[config.mk]
export PLATFORM = sky130hd
export DESIGN_NAME = wb_buffer
export DESIGN_NICKNAME = d
export VERILOG_FILES = /design/src/rtl/wbb_pkg.sv /design/src/rtl/wbb_slot.sv /design/src/rtl/wbb_ovf.sv /design/src/rtl/wbb_match.sv /design/src/rtl/wb_buffer.sv
export SDC_FILE = /design/constraint.sdc
export NUM_CORES = 1
export LEC_CHECK = 0
export ABC_AREA = 1
export ABC_CLOCK_PERIOD_IN_PS = 2800
export BUFFER_PORTS_ARGS = -buffer_cell sky130_fd_sc_hd__buf_2
export CORE_MARGIN = 4
export CORE_UTILIZATION = 46
export CTS_BUF_LIST = sky130_fd_sc_hd__clkbuf_16
export DETAILED_ROUTE_END_ITERATION = 10
export PLACE_DENSITY = 0.66
export SLEW_MARGIN = 20
export SYNTH_ARGS = -nofsm -noshare
export SYNTH_HDL_FRONTEND = slang
export SYNTH_HIERARCHICAL = 1
export SYNTH_SLANG_ARGS = --single-unit
[constraint.sdc]
create_clock -name clk -period 2.8 [get_ports clk]
set_input_delay 0.14 -clock clk [delete_from_list [all_inputs] [get_ports clk]]
set_output_delay 0.14 -clock clk [all_outputs]
set_load 0.1 [all_outputs]
[src/rtl/wbb_pkg.sv]
package wbb_pkg;
    typedef enum logic [2:0] {
        ST_IDLE = 3'd0,
        ST_OVHD = 3'd1,
        ST_ARB  = 3'd2,
        ST_XFER = 3'd3,
        ST_MEMW = 3'd4
    } wb_state_e;
endpackage

[src/rtl/wbb_slot.sv]
module wbb_slot
    import wbb_pkg::*;
#(
    parameter int AW = 16
) (
    input  logic          clk,
    input  logic          rst_n,
    input  logic          load_i,
    input  logic [AW-1:0] load_addr_i,
    input  logic          adv_i,
    input  logic          drop_i,
    output wb_state_e     state_o,
    output logic [AW-1:0] addr_o
);
    wb_state_e state_q, state_d;

    always_comb begin
        state_d = state_q;
        unique case (state_q)
            ST_IDLE: if (load_i) state_d = ST_OVHD;
            ST_OVHD: begin
                if (load_i)      state_d = ST_OVHD;
                else if (drop_i) state_d = ST_IDLE;
                else if (adv_i)  state_d = ST_ARB;
            end
            ST_ARB: begin
                if (load_i)      state_d = ST_OVHD;
                else if (drop_i) state_d = ST_IDLE;
                else if (adv_i)  state_d = ST_XFER;
            end
            ST_XFER: begin
                if (load_i)      state_d = ST_OVHD;
                else if (drop_i) state_d = ST_IDLE;
                else if (adv_i)  state_d = ST_MEMW;
            end
            ST_MEMW: begin
                if (load_i)      state_d = ST_OVHD;
                else if (drop_i) state_d = ST_IDLE;
            end
            default: state_d = ST_IDLE;
        endcase
    end

    always_ff @(posedge clk) begin
        if (!rst_n) begin
            state_q <= ST_IDLE;
            addr_o  <= '0;
        end else begin
            state_q <= state_d;
            if (load_i) addr_o <= load_addr_i;
        end
    end

    assign state_o = state_q;

    AST_MEMW_HOLDS: assert property (@(posedge clk) disable iff (!rst_n)
        (state_q == ST_MEMW && !load_i && !drop_i) |=> (state_q == ST_MEMW));
    AST_LOAD_ENTERS_OVHD: assert property (@(posedge clk) disable iff (!rst_n)
        load_i |=> (state_q == ST_OVHD));
endmodule

[src/rtl/wbb_ovf.sv]
module wbb_ovf #(
    parameter int AW    = 16,
    parameter int DEPTH = 2,
    localparam int PW   = (DEPTH > 1) ? $clog2(DEPTH) : 1,
    localparam int LW   = $clog2(DEPTH + 1)
) (
    input  logic          clk,
    input  logic          rst_n,
    input  logic          push_i,
    input  logic [AW-1:0] push_addr_i,
    input  logic          pop_i,
    output logic [LW-1:0] level_o,
    output logic [AW-1:0] ord_addr_o [DEPTH],
    output logic          ord_vld_o  [DEPTH]
);
    logic [AW-1:0] mem_q [DEPTH];
    logic [PW-1:0] head_q;
    logic [LW-1:0] level_q;
    logic          push_ok, pop_ok;

    function automatic logic [PW-1:0] wrap(input int v);
        return (v >= DEPTH) ? PW'(v - DEPTH) : PW'(v);
    endfunction

    assign push_ok = push_i && (level_q < LW'(DEPTH));
    assign pop_ok  = pop_i && (level_q != '0);

    always_ff @(posedge clk) begin
        if (!rst_n) begin
            head_q  <= '0;
            level_q <= '0;
            for (int k = 0; k < DEPTH; k++) mem_q[k] <= '0;
        end else begin
            if (push_ok) mem_q[wrap(int'(head_q) + int'(level_q))] <= push_addr_i;
            if (pop_ok)  head_q <= wrap(int'(head_q) + 1);
            level_q <= level_q + LW'(push_ok) - LW'(pop_ok);
        end
    end

    generate
        for (genvar k = 0; k < DEPTH; k++) begin : g_ord
            assign ord_addr_o[k] = mem_q[wrap(int'(head_q) + k)];
            assign ord_vld_o[k]  = (int'(level_q) > k);
        end
    endgenerate

    assign level_o = level_q;

    AST_OVF_BOUND: assert property (@(posedge clk) disable iff (!rst_n)
        level_q <= LW'(DEPTH));
    AST_POP_NONEMPTY: assert property (@(posedge clk) disable iff (!rst_n)
        pop_i |-> (level_q != '0));
endmodule

[src/rtl/wbb_match.sv]
module wbb_match
    import wbb_pkg::*;
#(
    parameter int NENT  = 4,
    parameter int AW    = 16,
    parameter int DEPTH = 2,
    localparam int IW   = (NENT > 1) ? $clog2(NENT) : 1
) (
    input  logic [AW-1:0] key_i,
    input  wb_state_e     st_i     [NENT],
    input  logic [AW-1:0] addr_i   [NENT],
    input  logic [AW-1:0] q_addr_i [DEPTH],
    input  logic          q_vld_i  [DEPTH],
    output logic          slot_hit_o,
    output logic [IW-1:0] slot_idx_o,
    output logic          q_hit_o
);
    always_comb begin
        slot_hit_o = 1'b0;
        slot_idx_o = '0;
        for (int i = NENT - 1; i >= 0; i--) begin
            if ((st_i[i] == ST_OVHD || st_i[i] == ST_ARB) && addr_i[i] == key_i) begin
                slot_hit_o = 1'b1;
                slot_idx_o = IW'(i);
            end
        end
    end

    always_comb begin
        q_hit_o = 1'b0;
        for (int k = 0; k < DEPTH; k++) begin
            if (q_vld_i[k] && q_addr_i[k] == key_i) q_hit_o = 1'b1;
        end
    end
endmodule

[src/rtl/wb_buffer.sv]
module wb_buffer
    import wbb_pkg::*;
#(
    parameter int NENT  = 4,
    parameter int AW    = 16,
    parameter int DEPTH = 2,
    parameter int KW    = 8,
    localparam int IW   = (NENT > 1) ? $clog2(NENT) : 1,
    localparam int CW   = $clog2(NENT + 1),
    localparam int LW   = $clog2(DEPTH + 1)
) (
    input  logic            clk,
    input  logic            rst_n,
    input  logic            alloc_valid,
    input  logic [AW-1:0]   alloc_addr,
    input  logic            adv_valid,
    input  logic [IW-1:0]   adv_idx,
    input  logic            free_valid,
    input  logic [IW-1:0]   free_idx,
    input  logic [AW-1:0]   lookup_addr,
    output logic            lookup_hit,
    output logic [IW-1:0]   lookup_idx,
    output logic            lookup_ovf_hit,
    output logic [3*NENT-1:0] slot_state,
    output logic [CW-1:0]   used_count,
    output logic [LW-1:0]   ovf_level,
    output logic [KW-1:0]   kill_count,
    output logic            stall,
    output logic            unstall
);
    wb_state_e     st      [NENT];
    logic [AW-1:0] ad      [NENT];
    logic [AW-1:0] q_addr  [DEPTH];
    logic          q_vld   [DEPTH];

    logic          a_hit, a_qhit;
    logic [IW-1:0] a_idx;
    logic          have_idle;
    logic [IW-1:0] idle_idx;
    logic          merged, take_slot, push, fr_live, replay, killed;
    wb_state_e     fr_state;

    // request matching for allocations and for snoop lookups
    wbb_match #(.NENT(NENT), .AW(AW), .DEPTH(DEPTH)) u_alloc_match (
        .key_i(alloc_addr), .st_i(st), .addr_i(ad), .q_addr_i(q_addr), .q_vld_i(q_vld),
        .slot_hit_o(a_hit), .slot_idx_o(a_idx), .q_hit_o(a_qhit)
    );
    wbb_match #(.NENT(NENT), .AW(AW), .DEPTH(DEPTH)) u_snoop_match (
        .key_i(lookup_addr), .st_i(st), .addr_i(ad), .q_addr_i(q_addr), .q_vld_i(q_vld),
        .slot_hit_o(lookup_hit), .slot_idx_o(lookup_idx), .q_hit_o(lookup_ovf_hit)
    );

    // lowest idle slot
    always_comb begin
        have_idle = 1'b0;
        idle_idx  = '0;
        for (int i = NENT - 1; i >= 0; i--) begin
            if (st[i] == ST_IDLE) begin
                have_idle = 1'b1;
                idle_idx  = IW'(i);
            end
        end
    end

    always_comb begin
        fr_state  = (int'(free_idx) < NENT) ? st[free_idx] : ST_IDLE;
        merged    = alloc_valid && (a_hit || a_qhit);
        take_slot = alloc_valid && !merged && have_idle;
        push      = alloc_valid && !merged && !have_idle;
        fr_live   = free_valid && (fr_state != ST_IDLE);
        replay    = fr_live && (ovf_level != '0);
        killed    = fr_live && (fr_state == ST_OVHD || fr_state == ST_ARB || fr_state == ST_XFER);
    end

    wbb_ovf #(.AW(AW), .DEPTH(DEPTH)) u_ovf (
        .clk(clk), .rst_n(rst_n),
        .push_i(push), .push_addr_i(alloc_addr), .pop_i(replay),
        .level_o(ovf_level), .ord_addr_o(q_addr), .ord_vld_o(q_vld)
    );

    generate
        for (genvar i = 0; i < NENT; i++) begin : g_slot
            logic load_i_w, adv_i_w, drop_i_w;
            assign load_i_w = (take_slot && idle_idx == IW'(i)) || (replay && free_idx == IW'(i));
            assign adv_i_w  = adv_valid && adv_idx == IW'(i);
            assign drop_i_w = fr_live && free_idx == IW'(i);
            wbb_slot #(.AW(AW)) u_slot (
                .clk(clk), .rst_n(rst_n),
                .load_i(load_i_w), .load_addr_i(replay ? q_addr[0] : alloc_addr),
                .adv_i(adv_i_w), .drop_i(drop_i_w),
                .state_o(st[i]), .addr_o(ad[i])
            );
            assign slot_state[3*i +: 3] = st[i];
        end
    endgenerate

    always_ff @(posedge clk) begin
        if (!rst_n) begin
            used_count <= '0;
            kill_count <= '0;
            unstall    <= 1'b0;
        end else begin
            used_count <= used_count + CW'(take_slot) - CW'(fr_live && !replay);
            kill_count <= kill_count + KW'(killed);
            unstall    <= replay;
        end
    end

    assign stall = (ovf_level != '0);

    AST_ONE_OP: assert property (@(posedge clk) disable iff (!rst_n)
        $onehot0({alloc_valid, adv_valid, free_valid}));
    AST_NO_LOST_ALLOC: assert property (@(posedge clk) disable iff (!rst_n)
        push |-> (ovf_level < LW'(DEPTH)));
    AST_USED_BOUND: assert property (@(posedge clk) disable iff (!rst_n)
        used_count <= CW'(NENT));
    AST_KILL_ONLY_ON_FREE: assert property (@(posedge clk) disable iff (!rst_n)
        !free_valid |=> $stable(kill_count));
    AST_MEMW_NO_KILL: assert property (@(posedge clk) disable iff (!rst_n)
        (free_valid && fr_state == ST_MEMW) |=> $stable(kill_count));
    AST_UNSTALL_AFTER_STALL: assert property (@(posedge clk) disable iff (!rst_n)
        !stall |=> !unstall);
    AST_SNOOP_STAGE: assert property (@(posedge clk) disable iff (!rst_n)
        lookup_hit |-> (st[lookup_idx] == ST_OVHD || st[lookup_idx] == ST_ARB));
    AST_ALLOC_STAGE: assert property (@(posedge clk) disable iff (!rst_n)
        a_hit |-> (st[a_idx] == ST_OVHD || st[a_idx] == ST_ARB));
endmodule

[Word-level counts from Yosys, hierarchy flattened]
Memory sizes are Yosys's and may differ from the RTL's.
Cells that the tools add are included.
Cells by class
  add/subtract/negate cells: 10
  magnitude comparators: 7
  equality and inequality tests: 60
  multiplexer cells: 90
  bitwise operators: 1
  reductions and logical operators: 66
Operators with widths (count)
  == test 16 bit: 12
  2-to-1 mux 3 bit: 50
  case mux 3 bit (5 select lines): 4
  != test 4 bit (second input constant): 12
  logical AND 1 bit: 38
  2-to-1 mux 16 bit: 2
  == test 3 x 2 -> 1 bit (second input constant): 10
  2-to-1 mux 1 bit: 25
  AND reduction 5 bit: 4
  2-to-1 mux 2 bit: 8
  OR reduction 16 bit: 1
  == test 3 x 1 -> 1 bit (second input constant): 5
  == test 2 bit (second input constant): 6
  == test 3 bit (second input constant): 4
  logical NOT 3 bit: 4
  != test 3 bit (second input constant): 4
  logical OR 1 bit: 11
  adder 8 x 1 -> 8 bit: 1
  != test 2 bit (second input constant): 4
  binary-select mux 3 bit (select 2 bit): 1
  == test 2 x 1 -> 1 bit (second input constant): 3
  logical NOT 2 bit: 3
  > comparator 2 x 1 -> 1 bit (second input constant): 2
  adder 1 x 2 -> 3 bit: 1
  other kinds (15): 19
Word-level totals
  bits in registers: 91
  RAM bits: 32
  input bits: 41
  output and inout bits: 31
  word-level logic and storage cells: 248
  memories: 1
Memories
  u_ovf.mem_q: depth 2, bits a word 16, rd ports 2, clocked after memory_dff 0, wr ports 2, RTL line wbb_ovf.sv:16  | logic [AW-1:0] mem_q [DEPTH];

[Logic depth before layout (Yosys ltp)]
  word-level depth: 18
  gate-level depth with buffers: 24
  depth with buffers taken out: 23

[Hierarchy]
The synthesis kept the hierarchy.
By module, submodules not included
  wbb_slot: instances 4, cells each 107, area each 767.0 um2, sequential area each 380.4 um2
  wbb_match: instances 2, cells each 315, area each 1482.7 um2, sequential area each 0.0 um2
  wbb_ovf: instances 1, cells each 207, area each 1799.2 um2, sequential area each 1041.0 um2
  wb_buffer: instances 1, cells each 202, area each 1167.4 um2, sequential area each 240.2 um2

[Worst setup path before layout]
OpenSTA, ideal clock, no wires.
  path type: reg2reg
  start: reg u_ovf.level_q[0], in the netlist u_ovf/level_o[0]
  end: reg used_count[2]
  setup time: 0.070 ns
  data arrival time: 3.808 ns
  required time: 2.730 ns
  slack: -1.078 ns
  cell stages (with the launch flop): 11
  cell sequence: dfxtp_1 inv_1 nand2_1 clkbuf_1 nor2_1 ha_1 inv_1 ha_1 fa_1 or2_2 a21oi_1
RTL lines
  start: declaration: RTL line wbb_ovf.sv:18  | logic [LW-1:0] level_q;
  start signal: assignment: RTL line wbb_ovf.sv:36  | level_q <= level_q + LW'(push_ok) - LW'(pop_ok);
  nonzero test 2 bit
  named net stall: RTL line wb_buffer.sv:28  | output logic stall,
  logical AND 1 bit: RTL line wb_buffer.sv:71  | replay = fr_live && (ovf_level != '0);
  logical NOT 1 bit: RTL line wb_buffer.sv:103  | used_count <= used_count + CW'(take_slot) - CW'(fr_live && !replay);
  logical AND 1 bit: RTL line wb_buffer.sv:103
  subtractor 3 x 1 -> 3 bit: RTL line wb_buffer.sv:103
  end signal: assignment: RTL line wb_buffer.sv:103
  end: declaration: RTL line wb_buffer.sv:25  | output logic [CW-1:0] used_count,
The timed path passes the listed nets, and every way through them passes these cells.
A chain may end at the register's enable or synchronous reset.

==> insert_results.sql <==
INSERT INTO impl_metrics (metric_group, metric, value, unit) VALUES
('timing', 'setup_tns', '-3.92', 'ns'),
('min_path', 'min-delay-path-class', 'in -> reg', ''),
('power_and_ir_drop', 'post-layout-total-power', '9.12', 'mW'),
('finish', 'syn2layout_area_growth', '31.9', '%'),
('finish', 'most-common-layout-cells', 'nand2_1 (340), nor2_1 (325), inv_1 (136)', ''),
('critical_path', 'timing.reg2reg.setup_slack', '-0.16', 'ns'),
('timing', 'tightestPinTransition', '0.637', 'ns'),
('timing', 'postLayoutSetupSlackWorst', '-0.157', 'ns'),
('clock_network', 'worstSkewPairLatency', '0.44', 'ns'),
('finish', 'num-nets-final', '1705', ''),
('route', 'detail_route.iter0.violations', '1250', ''),
('min_path', 'min_delay_worst_endpoint', 'u_ovf/level_o[0]$_SDFF_PN0_', ''),
('timing', 'rsz_0062_raised_after_global_routing', 'yes', ''),
('grt', 'grt_usage', '32.7', '%'),
('clock_network', 'clkSlewWorstSetupHoldPaths', '0.06', 'ns'),
('timing', 'final.period_utilization', '106', '%'),
('route', 'drt-pass1-iter-count', '6', ''),
('power_and_ir_drop', 'worst_ir_drop_vdd', '848', 'uV'),
('critical_path', 'worst_ep_required_time', '3.17', 'ns'),
('timing', 'timing.max_slew.rel_slack', '57.4', '%'),
('finish', 'layout.cells.most_common', 'nand2_1', ''),
('critical_path', 'critPathLaunchType', 'flop', ''),
('finish', 'layout.cell_area.non_filler', '0.0118', 'sq mm'),
('placement', 'post_dp_cell_area', '0.0106', 'sq mm'),
('grt', 'first_pass_grt_wire_length', '54900', 'microns'),
('critical_path', 'critical_path_fanouts_max', '7', ''),
('critical_path', 'r2r-start', 'u_ovf/head_q$_SDFFE_PN0P_', ''),
('critical_path', 'timing.critical_path.arrival', '3.33', 'ns'),
('min_path', 'hold_start', 'rst_n', ''),
('route', 'routed_wire_length_per_instance', '18.8', 'microns'),
('run', 'maxCapViolations', '0', ''),
('route', 'drt.antenna.violating_nets', '0', ''),
('timing', 'clock-skew-final', '0.0127', 'ns'),
('die', 'coreArea', '0.0190', 'sq mm'),
('die', 'die_height', '148', 'microns'),
('placement', 'place_worst_setup_slack', '-0.417', 'ns'),
('min_path', 'hold_depth', '3', ''),
('synth', 'syn-instance-count', '1460', ''),
('timing', 'timing.fmax', '338', 'MHz'),
('timing', 'timing_hold_violations_final', '0', ''),
('die', 'floorplan.initialDensity', '47.3', '%'),
('clock_network', 'clock_sinks', '124', ''),
('clock_network', 'htreeDepth', '4', ''),
('synth', 'synth_fp_nets', '1508', ''),
('clock_network', 'clock_tree.root_cell', 'clkbuf_16', ''),
('route', 'drt_drc_violations_left', '0', ''),
('clock_network', 'cts-buffers-inserted', '17', ''),
('timing', 'post-route-min-period', '2.96', 'ns'),
('critical_path', 'cp-end-kind', 'flop', ''),
('synth', 'netlist_area', '0.00897', 'sq mm'),
('power_and_ir_drop', 'cellPowerDensity', '771', 'mW/mm^2'),
('route', 'totalWireLength', '36300', 'microns'),
('die', 'die_area', '0.0218', 'sq mm'),
('grt', 'first_global_vias', '9570', ''),
('status', 'run_status', 'finished, violations left', ''),
('critical_path', 'reg2reg_depth', '18', ''),
('placement', 'placement.io_buffers', '71', ''),
('critical_path', 'worstSetupPathType', 'reg -> reg', ''),
('synth', 'ys_warn_count', '6', ''),
('finish', 'layout.filler_cells', '1835', ''),
('route', 'route.vias.total', '10500', ''),
('placement', 'place.detailed.hpwl', '26200', 'microns'),
('finish', 'antennaDiodeCount', '0', ''),
('die', 'io_pins', '72', ''),
('route', 'viasPerCell', '5.45', ''),
('placement', 'gp_routability_congestion', '1.02', ''),
('die', 'row_count', '50', ''),
('die', 'fp.dieW', '148', 'microns'),
('timing', 'timing.final.setup_violations', '41', ''),
('finish', 'fraction_of_final_layout_cells_with_drive_strength_greater_than_1', '25.5', '%'),
('power_and_ir_drop', 'p_leak', '5.61', 'nW'),
('status', 'failed_checks', 'negative setup slack', ''),
('grt', 'grt_start_max_net_pins', '77', ''),
('timing', 'final_max_slew_viol_count', '0', ''),
('clock_network', 'cts_tree', 'done', ''),
('clock_network', 'cts-root-to-sink-buffers', '2', ''),
('synth', 'synth_area_per_cell', '6.14', 'sq um'),
('critical_path', 'regToRegEndpoint', 'used_count[2]$_SDFF_PN0_', ''),
('grt', 'antenna_violations_before_repair', '0', ''),
('grt', 'globalRoute.totalOverflow', '0', '');
stage by stage:
stage	cells	hold WS [ns]	util, %
after floorplan	1460	0.233	-
after global placement	1884	0.477	56.1
after detailed placement	1884	0.484	56.1
after CTS	1926	0.118	61.1
after global routing	1930	0.133	62.4
final	1930	0.125	62.4
worst max-delay path, stage by stage (launching register included):
cell	delay (ns)
dfxtp_4	0.37
buf_12	0.15
buf_12	0.15
nand2_4	0.07
o21ai_4	0.07
or2_1	0.25
a221oi_2	0.28
nand3_1	0.17
nand2_2	0.14
nor2_4	0.06
nand2_2	0.08
inv_2	0.04
nand2_2	0.07
ha_4	0.13
inv_2	0.03
ha_4	0.14
fa_2	0.33
or2_4	0.25
a21oi_2	0.10
layer usage:
| metal | wire length (microns) | vias up | track usage, % |
|---|---|---|---|
| li1 | - | 5051 | - |
| met1 | 15200 | 4800 | 44.7 |
| met2 | 15600 | 568 | 50.7 |
| met3 | 4010 | 97 | 8.19 |
| met4 | 1420 | 0 | 10.8 |
| met5 | 0 | - | 0 |
what timing repair did:
item                                   in CTS  in global routing
pin swaps                                  23                 31
cloned                                      3                  0
buffers inserted                            8                  5
endpoints found under the hold margin       0                  0
resized for setup                          74                 56
hold buffers                                0                  0
setup endpoints to repair                 132                133
power breakdown:
group	switching (mW)	internal [mW]	total, mW
Sequential	0.512	2.29	2.81
Clock	0.954	1.16	2.11
Combinational	2.76	1.44	4.20
worst max-delay path by stage:
stage,from,endpoint,slack [ns],cells after the start
finish,u_ovf/head_q$_SDFFE_PN0P_,used_count[2]$_SDFF_PN0_,-0.16,18
global route,u_ovf/head_q$_SDFFE_PN0P_,used_count[2]$_SDFF_PN0_,-0.25,19
CTS,u_ovf/head_q$_SDFFE_PN0P_,used_count[2]$_SDFF_PN0_,-0.11,18
detailed placement,u_ovf/head_q$_SDFFE_PN0P_,used_count[2]$_SDFF_PN0_,-0.42,17
global placement,u_ovf/head_q$_SDFFE_PN0P_,used_count[2]$_SDFF_PN0_,-0.34,17
floorplan,u_ovf/head_q$_SDFFE_PN0P_,used_count[2]$_SDFF_PN0_,0.01,19
flip-flops by register name (all words and copies together) (netlist names), named ones only:
register               flops
u_ovf/level_o              2
u_ovf/head_q               1
kill_count                 8
u_ovf/mem_q               32
unstall                    1
g_slot.u_slot/state_o     12
used_count                 3
g_slot.u_slot/addr_o      64
final cells by class:
| type | instances | area, sq um | area share (%) |
|---|---|---|---|
| inverters | 177 | 667 | 5.64 |
| well taps | 260 | 325 | 2.75 |
| repair buffers | 214 | 1740 | 14.7 |
| clock buffers | 17 | 425 | 3.60 |
| flip-flops and latches | 124 | 2830 | 23.9 |
| clock inverters | 15 | 130 | 1.10 |
| multi-input cells | 1123 | 5710 | 48.3 |
No activity file was read; power rests on OpenSTA's default activity.
